## src/rtl/sio_loop_pkg.sv

```systemverilog
package sio_loop_pkg;

  localparam int NUM_CH = 2;
  localparam int DATA_W = 8;
  localparam int PTR_W  = 3;

  typedef logic [DATA_W-1:0] byte_t;
  typedef logic [PTR_W-1:0]  ptr_t;

  // register numbers reached through the pointer
  localparam ptr_t REG_CMD   = 3'd0;
  localparam ptr_t REG_ERR   = 3'd1;
  localparam ptr_t REG_VEC   = 3'd2;
  localparam ptr_t REG_MODEM = 3'd5;

  // status byte layout
  localparam int ST_PEND_BIT  = 0;
  localparam int ST_EMPTY_BIT = 2;
  localparam int ST_DTR_BIT   = 3;
  localparam int ST_RTS_BIT   = 5;

  // modem register bits consumed
  localparam int MDM_RTS_BIT = 1;
  localparam int MDM_DTR_BIT = 7;

  // error byte layout
  localparam int ERR_OVR_BIT = 5;

  typedef struct packed {
    logic dat_wr;
    logic dat_rd;
    logic ctl_wr;
    logic ctl_rd;
  } chan_strb_t;

endpackage

```

## src/rtl/sio_loop_dec.sv

```systemverilog
module sio_loop_dec
  import sio_loop_pkg::*;
#(
  parameter int          ADDR_W    = 8,
  parameter int          NCH       = NUM_CH,
  parameter logic [ADDR_W-1:0] BASE_ADDR = 8'hFC
) (
  input  logic [ADDR_W-1:0] addr_i,
  input  logic              wr_i,
  input  logic              rd_i,
  output chan_strb_t        strb_o [NCH]
);

  localparam int CTL_BIT = 0;
  localparam int CH_BIT  = 1;

  logic hit;
  logic rd_eff;

  assign hit    = (addr_i[ADDR_W-1:CH_BIT+1] == BASE_ADDR[ADDR_W-1:CH_BIT+1]);
  assign rd_eff = rd_i & ~wr_i;  // write wins on collision

  for (genvar c = 0; c < NCH; c++) begin : g_ch
    logic sel;
    assign sel = hit && (addr_i[CH_BIT] == c[0]);
    assign strb_o[c].dat_wr = sel && !addr_i[CTL_BIT] && wr_i;
    assign strb_o[c].dat_rd = sel && !addr_i[CTL_BIT] && rd_eff;
    assign strb_o[c].ctl_wr = sel &&  addr_i[CTL_BIT] && wr_i;
    assign strb_o[c].ctl_rd = sel &&  addr_i[CTL_BIT] && rd_eff;
  end

endmodule

```

## src/rtl/sio_loop_chan.sv

```systemverilog
module sio_loop_chan
  import sio_loop_pkg::*;
(
  input  logic       clk_i,
  input  logic       rst_ni,
  input  chan_strb_t strb_i,
  input  byte_t      wdata_i,
  output byte_t      rdata_o,
  output ptr_t       ptr_o
);

  ptr_t  ptr_q;
  logic  rts_q, dtr_q;
  byte_t buf_q;
  logic  pend_q;
  logic  ovr_q;

  // pointer and modem bits
  always_ff @(posedge clk_i or negedge rst_ni) begin
    if (!rst_ni) begin
      ptr_q <= '0;
      rts_q <= 1'b0;
      dtr_q <= 1'b0;
    end else if (strb_i.ctl_wr) begin
      if (ptr_q == REG_CMD) ptr_q <= wdata_i[PTR_W-1:0];
      else                  ptr_q <= '0;
      if (ptr_q == REG_MODEM) begin
        rts_q <= wdata_i[MDM_RTS_BIT];
        dtr_q <= wdata_i[MDM_DTR_BIT];
      end
    end else if (strb_i.ctl_rd) begin
      ptr_q <= '0;
    end
  end

  // one-byte loopback buffer
  always_ff @(posedge clk_i or negedge rst_ni) begin
    if (!rst_ni) begin
      buf_q  <= '0;
      pend_q <= 1'b0;
      ovr_q  <= 1'b0;
    end else if (strb_i.dat_wr) begin
      buf_q  <= wdata_i;
      pend_q <= 1'b1;
      if (pend_q) ovr_q <= 1'b1;
    end else if (strb_i.dat_rd) begin
      pend_q <= 1'b0;
    end
  end

  byte_t st_byte, err_byte, ctl_val, dat_val;

  always_comb begin
    st_byte               = '0;
    st_byte[ST_RTS_BIT]   = rts_q;
    st_byte[ST_DTR_BIT]   = dtr_q;
    st_byte[ST_EMPTY_BIT] = ~pend_q;
    st_byte[ST_PEND_BIT]  = pend_q;
    err_byte              = '0;
    err_byte[ERR_OVR_BIT] = ovr_q;
  end

  always_comb begin
    unique case (ptr_q)
      REG_CMD: ctl_val = st_byte;
      REG_ERR: ctl_val = err_byte;
      default: ctl_val = '0;
    endcase
  end

  assign dat_val = pend_q ? buf_q : '0;

  always_comb begin
    rdata_o = '0;
    if (strb_i.ctl_rd)      rdata_o = ctl_val;
    else if (strb_i.dat_rd) rdata_o = dat_val;
  end

  assign ptr_o = ptr_q;

endmodule

```

## src/rtl/sio_loop_top.sv

```systemverilog
module sio_loop_top
  import sio_loop_pkg::*;
#(
  parameter int                ADDR_W    = 8,
  parameter logic [ADDR_W-1:0] BASE_ADDR = 8'hFC,
  parameter int                VEC_CH    = 1
) (
  input  logic              clk_i,
  input  logic              rst_ni,
  input  logic [ADDR_W-1:0] io_addr_i,
  input  logic              io_wr_i,
  input  logic              io_rd_i,
  input  logic [DATA_W-1:0] io_wdata_i,
  output logic [DATA_W-1:0] io_rdata_o
);

  chan_strb_t strb [NUM_CH];
  byte_t      chan_rdata [NUM_CH];
  ptr_t       chan_ptr [NUM_CH];
  byte_t      vec_q;
  byte_t      rd_mux;
  byte_t      rdata_q;
  logic       rd_en;

  sio_loop_dec #(
    .ADDR_W   (ADDR_W),
    .NCH      (NUM_CH),
    .BASE_ADDR(BASE_ADDR)
  ) u_dec (
    .addr_i(io_addr_i),
    .wr_i  (io_wr_i),
    .rd_i  (io_rd_i),
    .strb_o(strb)
  );

  for (genvar c = 0; c < NUM_CH; c++) begin : g_chan
    sio_loop_chan u_chan (
      .clk_i  (clk_i),
      .rst_ni (rst_ni),
      .strb_i (strb[c]),
      .wdata_i(io_wdata_i),
      .rdata_o(chan_rdata[c]),
      .ptr_o  (chan_ptr[c])
    );
  end

  logic vec_wr, vec_rd;
  assign vec_wr = strb[VEC_CH].ctl_wr && (chan_ptr[VEC_CH] == REG_VEC);
  assign vec_rd = strb[VEC_CH].ctl_rd && (chan_ptr[VEC_CH] == REG_VEC);

  always_ff @(posedge clk_i or negedge rst_ni) begin
    if (!rst_ni)     vec_q <= '0;
    else if (vec_wr) vec_q <= io_wdata_i;
  end

  always_comb begin
    rd_mux = '0;
    for (int c = 0; c < NUM_CH; c++) rd_mux |= chan_rdata[c];
    if (vec_rd) rd_mux = vec_q;
  end

  assign rd_en = io_rd_i && !io_wr_i;

  always_ff @(posedge clk_i or negedge rst_ni) begin
    if (!rst_ni)    rdata_q <= '0;
    else if (rd_en) rdata_q <= rd_mux;
  end

  assign io_rdata_o = rdata_q;

endmodule

```

## config.mk

```make
export PLATFORM = sky130hd
export DESIGN_NAME = sio_loop_top
export DESIGN_NICKNAME = d
export VERILOG_FILES = /design/src/rtl/sio_loop_pkg.sv /design/src/rtl/sio_loop_dec.sv /design/src/rtl/sio_loop_chan.sv /design/src/rtl/sio_loop_top.sv
export SDC_FILE = /design/constraint.sdc
export NUM_CORES = 1
export LEC_CHECK = 0
export ABC_AREA = 1
export BUFFER_PORTS_ARGS = -buffer_cell sky130_fd_sc_hd__buf_2
export CORE_UTILIZATION = 52
export CTS_CLUSTER_DIAMETER = 50
export DETAILED_ROUTE_END_ITERATION = 8
export PLACE_DENSITY_LB_ADDON = 0.15
export SYNTH_ARGS = -nofsm -noshare
export SYNTH_HDL_FRONTEND = slang
export SYNTH_SLANG_ARGS = --single-unit
```

## constraint.sdc

```tcl
create_clock -name clk_i -period 1.5 [get_ports clk_i]
set_clock_uncertainty 0.2 [all_clocks]
set_input_delay 0.075 -clock clk_i [delete_from_list [all_inputs] [get_ports clk_i]]
set_output_delay 0.075 -clock clk_i [all_outputs]
set_load 0.01 [all_outputs]
```

==> results of run 1 <==
==> registers in the layout, indices dropped and copies added, names as in the netlist <==
name and count:
g_chan.u_chan.buf_q 16, g_chan.u_chan.dtr_q 2, g_chan.u_chan.ovr_q 2, g_chan.u_chan.pend_q 2
g_chan.u_chan.ptr_o 6, g_chan.u_chan.rts_q 2, io_rdata_o 8, vec_q 8
==> final cells by class <==
class | count | area (µm²) | area share, %
clock buffer | 5 | 68.8 | 2.50
clock inverter | 3 | 21.3 | 0.773
inverter | 31 | 119 | 4.32
multi-input combinational | 180 | 960 | 34.9
sequential | 46 | 1150 | 41.9
tap | 50 | 62.6 | 2.27
timing repair buffer | 48 | 368 | 13.4
==> worst max path at each step <==
stage	to	slack, ps	cells after the start
3_5_place_dp	g_chan[0].u_chan.dtr_q$_DFFE_PN0P_	30	8
5_1_grt	io_rdata_o[5]$_DFFE_PN0N_	-30	9
2_1_floorplan	vec_q[4]$_DFFE_PN0P_	20	7
3_3_place_gp	vec_q[7]$_DFFE_PN0P_	120	8
4_1_cts	io_rdata_o[5]$_DFFE_PN0N_	60	8
6_report	io_rdata_o[5]$_DFFE_PN0N_	40	9
==> worst min-delay path: cells and delay by family <==
family / cells / cell delay [ps]
buffers and inverters: 1 / 140
AND/OR/NAND/NOR: 1 / 60
AO/OA/AOI/OAI: 2 / 200
==> Yosys cell counts <==
cell,number
inv_1,29
nor2_2,4
nand4_1,8
o21ai_2,18
o21ai_1,13
nand3_1,31
nand2_1,67
o22ai_1,2
clkbuf_1,2
nand2_4,1
dfrtp_1,46
o21ai_0,6
nor2_1,14
nand3_2,2
nand4_2,1
nor2_4,3
buf_6,4
buf_4,1
a21oi_1,2
inv_2,2
buf_2,1
a22oi_2,1
nor3_1,2
nor3_2,1
a21oi_2,1
nand2_2,3
==> metrics by stage <==
step / cell area (µm²) / setup TNS [ps] / power [mW]
5_1_grt: 2750 / -26.4 / 2.40
4_1_cts: 2740 / 0 / 2.31
3_5_place_dp: 2540 / 0 / 1.53
2_1_floorplan: 2280 / 0 / 1.43
6_report: 2750 / 0 / 2.29
3_3_place_gp: 2540 / 0 / 1.53
==> what timing repair did <==
action / in CTS / in global routing
setup endpoints to repair: 0 / 7
endpoints found under the hold margin: 79 / 0
resized for setup: 0 / 6
hold buffers: 10 / 0
==> power breakdown <==
part           switching (mW)  internal (mW)
logic                   0.136         0.0886
registers              0.0308           1.27
clock network           0.432          0.328
==> cell families (layout without fill, tap and decap cells) <==
| kind of cell | Yosys count | count (layout) | share of synthesized area, % |
|---|---|---|---|
| compound gates | 43 | 43 | 13.0 |
| buf+inv | 39 | 87 | 7.96 |
| flops | 46 | 46 | 50.5 |
| simple gates | 137 | 137 | 28.5 |
==> per-layer routing <==
layer / up-vias / share of wire [%] / track usage (%) / routed length [µm]
li1: 960 / - / - / -
met1: 869 / 49 / 37.0 / 2410
met2: 44 / 45 / 36.5 / 2210
met3: 6 / 5.6 / 5.50 / 277
met4: 0 / 0.99 / 6.25 / 49
met5: - / 0 / 0 / 0
==> run metrics, run 1 <==
outcome completed; Root Driver clkbuf_8; reg-to-reg startpoint g_chan[1].u_chan.pend_q$_DFFE_PN0P_; r2r setup slk 100 ps; largest net degree at the start of global routing 31; Reg2Reg Depth 6; Hold WS 18.5 ps; Worst Path Class, Setup in2reg; vias in the first global route 1659; Avg Vias per Cell 5.18; Routed Antenna Nets 0; final worst slack 36.5 ps; Setup-failing EPs final 0; Yosys Warn Count 0; Starting Density 55.4%; Worst Hold Launch io_wr_i; post-place setup slack 32.6 ps; clk buf depth 2; DRT iter0 DRCs 163; Die Area 4650 µm²; final HPWL from detailed placement 3.58 mm; post-synthesis sequential area ratio 50.5%; Die Ht 68.2 µm; Area contributors post-synth dfrtp_1, nand2_1, o21ai_2, nand3_1, inv_1; Final GP Congestion 0.857; Seq cells post-synth 46; placed insts 345; mapped cell area 2280 µm²; Skew-Pair Late Insertion Delay 300 ps; critical path peak fanout 13; drt first pass iters 4; input/output buffers 27; reg2reg end io_rdata_o[5]$_DFFE_PN0N_; startpoint types input pin; most common cell after layout, fill and taps aside nand2_1; WL/cell 13.6 µm; # DRC 0; Arrival @ worst endpoint 1450 ps; Fin. Hold Viols 0; first-pass GRT wire length 8.15 mm; post-CTS setup buffer count 0; Vias 1879; Yosys top cell area share 50.5%; CTS Sinks 46; Ant. Diodes 0; Worst-Margin Slew 411 ps; leak pwr 1.45 nW; Tot GR Track Use 24.9%; crit end category flip-flop; Finished Layout Cells 363; Layout area overhead 20.6%; Hold Path Class in2reg; FILL cells 367; max_cap viols 0; Critical-path top delay cell dlygate4sd3_1; fin. max-slew vios 0; crit path launch io_rd_i; share of layout cells above drive strength 1 27.5%; PD cells 832 nW/µm²; Max VDD drop 0.523 mV; WHS Endpoint g_chan[0].u_chan.ptr_o[1]$_DFFE_PN0P_; Final Util 66.8%; die width 68.2 µm; required time of the critical path 1480 ps; Yosys top cell by area dfrtp_1; number of buffers and inverters on the critical path 3; DRT Wirelength 4.95 mm; NumNets Final 332; clk slew on worst S/H paths 90 ps; Avg Cell Area, Syn 8.60 µm²; min Tclk post-route 1460 ps; peak per-stage delay on the critical path 530 ps; post-synthesis instance total 265; CTS Buf Count 5; IO Pins 28; worst-path cell chain dlygate4sd3_1 > buf_2 > nand2_2 > nor2_2 > buf_12 > nand2_1 > nand2_1 > nor2_2 > nand3_1; H-Tree Depth 2; hold depth 4; period utilization 97.6%; antenna violations before repair 0; Max transition margin 72.6%; Yosys cell types 26; CORE AREA 4120 µm²; Synth Net Count 285; FMAX 683 MHz; placement row count 23; commonest cells after routing, fill and taps aside nand2_1, dfrtp_1, nand3_1; crit-path leading delay family buffers and inverters; global route overflow 0; CTS tree done
Note: power is estimated with default switching activity, not from simulation.
==> run 2, diff against run 1 <==
- SYNTH_HIERARCHICAL: unset -> 1
==> run metrics, run 2 <==
Avg Cell Area, Syn 7.58 µm²; first-pass GRT wire length 8.95 mm; Avg Vias per Cell 4.98; Met2 Wirelength 2.34 mm; placement row count 24; WL/cell 12.3 µm; CTS Buf Count 5; Arrival @ worst endpoint 1390 ps; startpoint types flip-flop; Most used DFF post-synth dfrtp_1; Max transition margin 74.3%; max reg flops 16; max_cap viols 0; period utilization 92.9%; outcome completed; CORE AREA 4320 µm²; H-Tree Depth 2; Routed Antenna Nets 0; clk slew on worst S/H paths 90 ps; CTS Sinks 46; input/output buffers 27; Top Layer Used met4; Max VDD drop 0.561 mV; cell area after layout 2840 µm²; FMAX 718 MHz; Hold WS 12.2 ps; IO Pins 28; Die Ht 69.0 µm; min Tclk post-route 1390 ps; setup repair after global routing missed its margin no; Final GP Congestion 0.826; CTS tree done; WL met3 218 µm; fin. max-slew vios 0; Final Util 65.6%; Seq cells post-synth 46; Skew-Pair Late Insertion Delay 310 ps; # DRC 0; Worst-Margin Slew 386 ps; setup_tns 0 ps; Fin. Hold Viols 0; asr flop ratio synth 100%; share of layout cells above drive strength 1 20.7%; Worst Path Class, Setup reg2reg; post-place setup slack -97.3 ps; multi-input logic area 1000 µm²; die width 69.0 µm; clk buf depth 2; Synth Net Count 328; Pwr Total 2.46 mW; Starting Density 54.0%; count leader, synth nand2_1; Yosys top cell by area dfrtp_1; most common cell after layout, fill and taps aside nand2_1; Reg area 1150 µm²; Post-DP Area 2630 µm²; Setup-failing EPs final 0; EDFF count, synth 0; NumNets Final 381; FILL cells 393; DRT Wirelength 5.11 mm; Yosys cell types 20; critical path peak fanout 16; Layout area overhead 21.4%; Top reg by flops g_chan.u_chan/buf_q; Hold Path Class in2async; crit end category flip-flop; Tot GR Track Use 23.8%; vias in the first global route 1973; largest net degree at the start of global routing 31; Area contributors post-synth dfrtp_1, nand2_1, inv_1, nor2_1, nand4_1; Vias 2062; M1 WL 2.50 mm; leak pwr 1.59 nW; Die Area 4760 µm²; required time of the critical path 1500 ps; commonest cells after routing, fill and taps aside nand2_1, dfrtp_1, inv_1, nor2_1, buf_2; post-synthesis sequential area ratio 49.3%; DRT iter0 DRCs 198; Yosys top cell area share 49.3%; post-synthesis instance total 308; placed insts 397; PD cells 869 nW/µm²; Yosys Warn Count 6; drt first pass iters 4; final HPWL from detailed placement 3.76 mm; final worst slack 107 ps; Finished Layout Cells 414; synth cell count leaders nand2_1, dfrtp_1, inv_1, nor2_1, nand4_1; Ant. Diodes 0; mapped cell area 2340 µm²; global route overflow 0; Root Driver clkbuf_8; antenna violations before repair 0
[run 2: path summary, 6_finish.rpt]
check	depth (start not counted)	start	endpoint	slack, ps
setup / recovery	4	g_chan[1].u_chan/ptr_o[2]$_DFFE_PN0P_	vec_q[6]$_DFFE_PN0P_	110
hold / removal	2	rst_ni	io_rdata_o[3]$_DFFE_PN0P_	10
setup reg to reg	4	g_chan[1].u_chan/ptr_o[2]$_DFFE_PN0P_	vec_q[6]$_DFFE_PN0P_	110
hold reg to reg	2	io_rdata_o[2]$_DFFE_PN0P_	io_rdata_o[2]$_DFFE_PN0P_	280
max in group asynchronous	3	rst_ni	g_chan[0].u_chan/buf_q[1]$_DFFE_PN0P_	600
min in group clk_i	5	io_wr_i	io_rdata_o[1]$_DFFE_PN0P_	10
[run 2: power by group]
part	switching [mW]	total (mW)	internal [mW]
clock	0.435	0.934	0.499
combinational	0.132	0.217	0.0850
sequential	0.0286	1.31	1.28
total	0.596	2.46	1.87
[run 2: cell families after synthesis]
logic type / after synthesis / share of synthesized area [%]
buffers and inverters: 45 / 7.77
and+or+nand+nor: 191 / 36.5
DFF: 46 / 49.3
AOI/OAI and AO/OA: 26 / 6.43
[run 2: critical path, stage by stage, from the launching register on]
cell,delay [ps]
dfrtp_2,470
nor2_8,180
nand3_4,210
nor2_1,200
a21oi_2,40
[run 2: what timing repair did]
| item | 4_1_cts | 5_1_grt |
|---|---|---|
| endpoints found under the setup margin | 0 | 6 |
| gates resized for setup | 0 | 2 |
| setup buffers | 0 | 0 |
| hold endpoints to repair | 80 | 0 |
| hold buffers | 9 | 0 |
[run 2: final cells by class]
type | instances | share of cell area (%)
Clock buffer | 5 | 2.43
Tap cell | 52 | 2.29
Sequential cell | 46 | 40.7
Timing Repair Buffer | 51 | 12.4
Multi-Input combinational cell | 217 | 35.4
Inverter | 40 | 5.30
Clock inverter | 3 | 1.54
[run 2: metal layers]
layer | up-vias | track usage, %
met2 | 50 | 38.0
met4 | 0 | 6.80
met1 | 935 | 32.7
li1 | 1072 | -
met5 | - | 0
met3 | 5 | 5.12
